--- config.mk ---
export PLATFORM = sky130hd
export DESIGN_NAME = burst_wr_ctrl
export DESIGN_NICKNAME = d
export VERILOG_FILES = /design/src/rtl/bwc_pkg.sv /design/src/rtl/bwc_len_ctr.sv /design/src/rtl/bwc_word_hold.sv /design/src/rtl/bwc_phase_fsm.sv /design/src/rtl/burst_wr_ctrl.sv
export SDC_FILE = /design/constraint.sdc
export NUM_CORES = 1
export LEC_CHECK = 0
export ABC_AREA = 1
export BUFFER_PORTS_ARGS = -buffer_cell sky130_fd_sc_hd__buf_4
export CORE_MARGIN = 1.5
export CORE_UTILIZATION = 44
export CTS_CLUSTER_DIAMETER = 30
export DETAILED_ROUTE_END_ITERATION = 7
export PLACE_DENSITY = 0.74
export SLEW_MARGIN = 15
export SYNTH_ARGS = -nofsm -noshare
export SYNTH_HDL_FRONTEND = slang
export SYNTH_SLANG_ARGS = --single-unit
--- constraint.sdc ---
create_clock -name clk -period 1.3 [get_ports clk]
set_input_delay 0.26 -clock clk [delete_from_list [all_inputs] [get_ports clk]]
set_output_delay 0.26 -clock clk [all_outputs]
set_load 0.1 [all_outputs]
--- src/rtl/bwc_pkg.sv ---
package bwc_pkg;
   typedef enum logic [2:0] {
      PH_IDLE   = 3'd0,
      PH_ADDR   = 3'd1,
      PH_WAITF  = 3'd2,
      PH_FETCH  = 3'd3,
      PH_STREAM = 3'd4,
      PH_FINAL  = 3'd5,
      PH_DONE   = 3'd6
   } phase_e;
endpackage

--- src/rtl/bwc_len_ctr.sv ---
module bwc_len_ctr #(
   parameter int LW = 12
) (
   input  logic          clk,
   input  logic          rst_n,
   input  logic          load,
   input  logic [LW-1:0] len_in,
   input  logic          dec,
   output logic          cnt_one,
   output logic          cnt_two
);
   localparam logic [LW-1:0] ONE = LW'(1);
   localparam logic [LW-1:0] TWO = LW'(2);

   logic [LW-1:0] cnt_q;
   logic [LW-1:0] load_val;

   initial assert (LW >= 2) else $error("LW must be at least 2");

   assign load_val = (len_in == '0) ? ONE : len_in;

   always_ff @(posedge clk or negedge rst_n) begin
      if (!rst_n)    cnt_q <= '0;
      else if (load) cnt_q <= load_val;
      else if (dec)  cnt_q <= cnt_q - ONE;
   end

   assign cnt_one = (cnt_q == ONE);
   assign cnt_two = (cnt_q == TWO);

   // a transfer never happens with no word left
   assert_no_wrap_R4: assert property (@(posedge clk) disable iff (!rst_n)
      dec |-> (cnt_q != '0));
endmodule

--- src/rtl/bwc_word_hold.sv ---
module bwc_word_hold #(
   parameter int DW         = 32,
   parameter bit RESET_HOLD = 1'b1
) (
   input  logic          clk,
   input  logic          rst_n,
   input  logic          ld,
   input  logic [DW-1:0] d,
   output logic [DW-1:0] q
);
   initial assert (DW >= 1) else $error("DW must be positive");

   generate
      if (RESET_HOLD) begin : g_rst
         always_ff @(posedge clk or negedge rst_n) begin
            if (!rst_n)  q <= '0;
            else if (ld) q <= d;
         end
      end else begin : g_norst
         always_ff @(posedge clk) begin
            if (ld) q <= d;
         end
      end
   endgenerate
endmodule

--- src/rtl/bwc_phase_fsm.sv ---
module bwc_phase_fsm
   import bwc_pkg::*;
(
   input  logic   clk,
   input  logic   rst_n,
   input  logic   start_edge,
   input  logic   go_lvl,
   input  logic   fifo_empty,
   input  logic   bus_ready,
   input  logic   cnt_one,
   input  logic   cnt_two,
   output phase_e ph_q
);
   phase_e ph_d;

   always_comb begin
      ph_d = ph_q;
      unique case (ph_q)
         PH_IDLE:   if (start_edge) ph_d = PH_ADDR;
         PH_ADDR:   ph_d = PH_WAITF;
         PH_WAITF:  if (!fifo_empty) ph_d = PH_FETCH;
         PH_FETCH:  ph_d = cnt_one ? PH_FINAL : PH_STREAM;
         PH_STREAM: begin
            if (!bus_ready)     ph_d = PH_STREAM;
            else if (fifo_empty) ph_d = PH_WAITF;
            else if (cnt_two)    ph_d = PH_FINAL;
            else                 ph_d = PH_STREAM;
         end
         PH_FINAL:  if (bus_ready) ph_d = PH_DONE;
         PH_DONE:   if (!go_lvl) ph_d = PH_IDLE;
         default:   ph_d = PH_IDLE;
      endcase
   end

   always_ff @(posedge clk or negedge rst_n) begin
      if (!rst_n) ph_q <= PH_IDLE;
      else        ph_q <= ph_d;
   end

   // the address phase is a single cycle
   assert_addr_one_R3: assert property (@(posedge clk) disable iff (!rst_n)
      (ph_q == PH_ADDR) |=> (ph_q == PH_WAITF));
   // done is held while the start level stays high
   assert_done_hold_R9: assert property (@(posedge clk) disable iff (!rst_n)
      (ph_q == PH_DONE && go_lvl) |=> (ph_q == PH_DONE));
endmodule

--- src/rtl/burst_wr_ctrl.sv ---
module burst_wr_ctrl
   import bwc_pkg::*;
#(
   parameter int DW         = 32,
   parameter int AW         = 12,
   parameter int LW         = 12,
   parameter bit RESET_HOLD = 1'b1
) (
   input  logic          clk,
   input  logic          rst_n,
   input  logic          go,
   input  logic [AW-1:0] base_addr,
   input  logic [LW-1:0] burst_len,
   input  logic          fifo_empty,
   input  logic [DW-1:0] fifo_rdata,
   output logic          fifo_rd,
   input  logic          bus_ready,
   output logic          bus_sel,
   output logic          bus_stb,
   output logic          bus_wr,
   output logic          bus_last,
   output logic [AW-1:0] bus_addr,
   output logic [DW-1:0] bus_data
);
   initial assert (AW >= 1) else $error("AW must be positive");

   phase_e        ph_q;
   logic          go_q;
   logic          start_edge;
   logic          start_load;
   logic          in_data;
   logic          xfer;
   logic          cnt_one;
   logic          cnt_two;
   logic [AW-1:0] addr_q;

   // go_q resets high so a level held through reset is not an edge
   always_ff @(posedge clk or negedge rst_n) begin
      if (!rst_n) go_q <= 1'b1;
      else        go_q <= go;
   end

   assign start_edge = go && !go_q;
   assign start_load = start_edge && (ph_q == PH_IDLE);

   always_ff @(posedge clk or negedge rst_n) begin
      if (!rst_n)          addr_q <= '0;
      else if (start_load) addr_q <= base_addr;
   end

   assign in_data  = (ph_q == PH_STREAM) || (ph_q == PH_FINAL);
   assign xfer     = in_data && bus_ready;
   assign bus_sel  = (ph_q == PH_ADDR) || (ph_q == PH_WAITF) ||
                     (ph_q == PH_FETCH) || in_data;
   assign bus_wr   = bus_sel;
   assign bus_stb  = (ph_q == PH_ADDR) || in_data;
   assign bus_last = (ph_q == PH_FINAL);
   assign bus_addr = addr_q;
   assign fifo_rd  = (ph_q == PH_FETCH) ||
                     ((ph_q == PH_STREAM) && bus_ready && !fifo_empty);

   bwc_phase_fsm u_fsm (
      .clk        (clk),
      .rst_n      (rst_n),
      .start_edge (start_edge),
      .go_lvl     (go),
      .fifo_empty (fifo_empty),
      .bus_ready  (bus_ready),
      .cnt_one    (cnt_one),
      .cnt_two    (cnt_two),
      .ph_q       (ph_q)
   );

   bwc_len_ctr #(.LW(LW)) u_ctr (
      .clk     (clk),
      .rst_n   (rst_n),
      .load    (start_load),
      .len_in  (burst_len),
      .dec     (xfer),
      .cnt_one (cnt_one),
      .cnt_two (cnt_two)
   );

   bwc_word_hold #(.DW(DW), .RESET_HOLD(RESET_HOLD)) u_hold (
      .clk   (clk),
      .rst_n (rst_n),
      .ld    (fifo_rd),
      .d     (fifo_rdata),
      .q     (bus_data)
   );

   // no pop from an empty FIFO
   assert_rd_guard_R4: assert property (@(posedge clk) disable iff (!rst_n)
      fifo_rd |-> !fifo_empty);
   // a stalled data word and its last flag are held
   assert_stall_hold_R6: assert property (@(posedge clk) disable iff (!rst_n)
      (in_data && !bus_ready) |=> ($stable(bus_data) && $stable(bus_last)));
   // last only with a presented word and one word remaining
   assert_last_final_R8: assert property (@(posedge clk) disable iff (!rst_n)
      bus_last |-> (bus_stb && bus_sel && cnt_one));
   // idle without a rising edge stays idle
   assert_edge_start_R2: assert property (@(posedge clk) disable iff (!rst_n)
      (ph_q == PH_IDLE && !start_edge) |=> (ph_q == PH_IDLE));
   // select stays high from address phase until the final word
   assert_sel_kept_R7: assert property (@(posedge clk) disable iff (!rst_n)
      (bus_sel && !bus_last) |=> bus_sel);
endmodule

==> metrics.md <==
| Metric | Value |
|---|---|
| Area Growth Syn to Fin | 62.03% |
| Area of combinational cells with multiple inputs | 0.001254 sq mm |
| Vias in the first global route | 2,834 |
| Instance count along the most critical hold path | 1 |
| Final Max Slew Viols | 0 |
| Largest net degree at the start of global routing | 61 |
| Final HPWL from detailed placement | 5529 microns |
| Drt total wl | 8265 microns |
| First-pass GRT wire length | 12,850 microns |
| DR vias/cell | 4.892 |
| Number of antenna violations at the first check in global routing | 0 |
| Slowest CP cell | sky130_fd_sc_hd__dfrtp_1 |
| Initial cell density of the core | 0.4617 |
| GRT Resource Usage Total | 0.2223 |
| Net count of the finished layout | 594 |
| Total placed cells including tap cells | 580 |
| Final worst setup slack | -357.7 ps |
| Number of standard cells after synthesis | 369 |
| Average wire per cell in the routed design | 13.50 microns |
| Clk Tree Root Cell | sky130_fd_sc_hd__clkbuf_8 |
| Non-filler cells, final | 612 |
| Remaining antenna violation count | 0 |
| Period minus WS final | 1658 ps |
| Share of cells above drive strength 1 | 0.4206 |
| Data arrival time of the worst path | 1400 ps |
| Worst Setup Start Kind | flip-flop |
| Average cell area after synthesis | 8.036 sq um |
| CTS sink count | 60 |
| RSZ-0062 raised after global routing | yes |
| Worst-Margin Slew | 461.1 ps |
| Die Area | 0.007241 sq mm |
| Largest stage delay, worst path | 430 ps |
| Post-synthesis cell type with the largest combined area | sky130_fd_sc_hd__dfrtp_1 |
| Number of ports placed on the die boundary | 110 |
| Mapped Area | 0.002965 sq mm |
| Warning count from the yosys run | 0 |
| # Max-Cap Violations | 0 |
| Most area-consuming cells after synthesis | sky130_fd_sc_hd__dfrtp_1 50%, sky130_fd_sc_hd__nand2_1 15%, sky130_fd_sc_hd__inv_1 7.1% |
| Worst Path Max Fanout | 5 |
| Number of distinct standard cells referenced by the synthesized netlist | 26 |
| Final Hold Viols | 0 |
| CP endpoint kind | output port |
| Initial drt markers | 163 |
| Final weighted congestion of routability-driven global placement | 0.8091 |
| Die width | 85.10 microns |
| Run status | complete, but fails checks |
| Number of buffers added by the clock tree synthesis step | 9 |
| Tightest slew margin relative to the limit | 0.6914 |
| Fill cell instance count of the final layout | 454 |
| Clock latency on the worst-skew pair | 340 ps |
| Worst min path class | in2reg |
| Global-route track usage on met2 | 0.3701 |
| Global-route track usage on met3 | 0.04572 |
| TritonCTS clock tree | built |
| Gate family responsible for the most delay along the worst path | flip-flops |
| Worst clock skew | 8.652 ps |
| Net count after synthesis | 433 |
| Setup violations, final | 64 |
| Row count | 29 |
| GRT Residual Overflow | 0 |
| DRC violations left | 11 |
| Overall via count from detail_route | 2,994 |
| Count of TritonRoute iterations in the first routing pass | 7 |
| Seq. cell area | 0.001504 sq mm |
| #FFs+latches synth | 60 |
| Violations in the final reports | design-rule violations, negative setup slack |
| WP data required | 1040 ps |
| Post-Route Hold Slack | 34.64 ps |
| Chip Height | 85.10 microns |
| Number of antenna repair diodes | 0 |
| H-tree depth | 3 |
| Yosys top cell area share | 0.4979 |
| Std-Cell Core Area | 0.006422 sq mm |
| Layer carrying the most global-route usage | met2 |
| R2r worst-path depth | 9 |
| Cell count along the critical path | 4 |
| Worst Path Class, Setup | reg2out |
| Clk pin slew, worst setup/hold paths | 70 ps |
| CTS Buffer Depth | 2 |
| Max Clk Rate | 603.3 MHz |
| Number of buffers and inverters on the critical path | 1 |
| Sequential area share after synthesis | 0.5068 |
| Core occupancy in the finished layout | 0.7481 |
| Global routing usage on met1 | 0.2854 |
| Critical-path cell list | nor2_1 -> nand2_2 -> o21ai_4 -> buf_12 |
| Number of port buffers | 109 |
| Share of the clock period used by the worst path | 1.275 |
==> cell usage after synthesis <==
| cell type | count |
|---|---|
| sky130_fd_sc_hd__dfstp_2 | 1 |
| sky130_fd_sc_hd__nand3b_1 | 1 |
| sky130_fd_sc_hd__inv_2 | 2 |
| sky130_fd_sc_hd__inv_1 | 56 |
| sky130_fd_sc_hd__o211ai_1 | 3 |
| sky130_fd_sc_hd__dfrtp_1 | 59 |
| sky130_fd_sc_hd__buf_2 | 2 |
| sky130_fd_sc_hd__nand4_1 | 4 |
| sky130_fd_sc_hd__xnor2_1 | 1 |
| sky130_fd_sc_hd__o21ai_1 | 6 |
| sky130_fd_sc_hd__nand3_1 | 15 |
| sky130_fd_sc_hd__o21ai_0 | 18 |
| sky130_fd_sc_hd__ha_1 | 3 |
| sky130_fd_sc_hd__o21ai_2 | 20 |
| sky130_fd_sc_hd__nor2_1 | 35 |
| sky130_fd_sc_hd__nand2_4 | 1 |
| sky130_fd_sc_hd__nand2_2 | 2 |
| sky130_fd_sc_hd__nor3_1 | 5 |
| sky130_fd_sc_hd__buf_6 | 7 |
| sky130_fd_sc_hd__buf_4 | 1 |
| sky130_fd_sc_hd__inv_4 | 1 |
| sky130_fd_sc_hd__nor2_2 | 1 |
| sky130_fd_sc_hd__clkbuf_1 | 2 |
| sky130_fd_sc_hd__nand2_1 | 117 |
| sky130_fd_sc_hd__xor2_1 | 2 |
| sky130_fd_sc_hd__a21oi_1 | 4 |
==> final timing paths <==
kind                          endpoint  slack, ps     startpoint
max reg2reg                u_hold.q[1]       -320  u_fsm.ph_q[0]
min                               go_q         30             go
max in group asynchronous         go_q        560          rst_n
min reg2reg                bus_addr[0]        480    bus_addr[0]
max                            fifo_rd       -360  u_fsm.ph_q[0]
min in group asynchronous  u_hold.q[0]        460          rst_n
==> worst register-to-register path, cell delays in order, from the launching register on <==
cell	delay [ps]
sky130_fd_sc_hd__dfrtp_1	430
sky130_fd_sc_hd__nor2_1	230
sky130_fd_sc_hd__nand2_2	110
sky130_fd_sc_hd__o21ai_4	90
sky130_fd_sc_hd__buf_4	150
sky130_fd_sc_hd__buf_12	130
sky130_fd_sc_hd__buf_8	140
sky130_fd_sc_hd__buf_12	120
sky130_fd_sc_hd__nand2_1	60
sky130_fd_sc_hd__o21ai_0	80
==> flip-flops by register name, indices dropped and copies added (netlist names) <==
signal and count:
u_hold.q 32, bus_addr 12, u_ctr.cnt_q 12, u_fsm.ph_q 3
go_q 1
==> stage by stage <==
step,worst slack [ps],cell area (sq um),setup TNS [ps]
floorplan,-374.1,3009,-2780
global placement,-53.10,4109,-572.4
detailed placement,-86.16,4109,-1878
CTS,-324.0,4628,-5744
global route,-405.9,4805,-17460
finish,-357.7,4805,-12740
==> what timing repair did <==
action	4_1_cts	5_1_grt
hold endpoints to repair	59	0
pin swaps	4	2
hold buffers	1	0
cloned	2	5
buffers inserted	6	2
setup endpoints to repair	53	67
gates resized for setup	51	13
==> kinds of logic after synthesis <==
kind of cell,after synthesis,synth area share
simple gates,181,0.2473
flops,60,0.5068
compound gates,51,0.1139
xor+xnor,3,0.008862
fa+ha+maj,3,0.01266
buf+inv,71,0.1106
==> area by class of cell <==
cell class	count	share of cell area
Sequential cell	60	0.3130
Timing Repair Buffer	161	0.3065
Multi-Input combinational cell	239	0.2609
Inverter	59	0.04766
Clock buffer	10	0.02865
Clock inverter	6	0.02318
Tap cell	77	0.02005
==> routing by layer <==
layer	vias up	routed length [microns]
met5	-	0
met4	0	131
met3	14	608
met2	128	4098
met1	1391	3427
li1	1461	-
==> layout by cell type (no fill, tap or decap), drive strengths merged <==
cell type / count
a21oi: 4
buf: 156
bufinv: 3
clkbuf: 14
clkinv: 2
clkinvlp: 1
dfrtp: 59
dfstp: 1
dlygate4sd3: 1
ha: 3
inv: 59
nand2: 121
nand3: 15
nand3b: 1
nand4: 4
nor2: 36
nor3: 5
o211ai: 3
o21ai: 44
xnor2: 1
xor2: 2
Power is not shown: default switching activity piles up to over one toggle a cycle in this logic, so the estimate is an artifact.
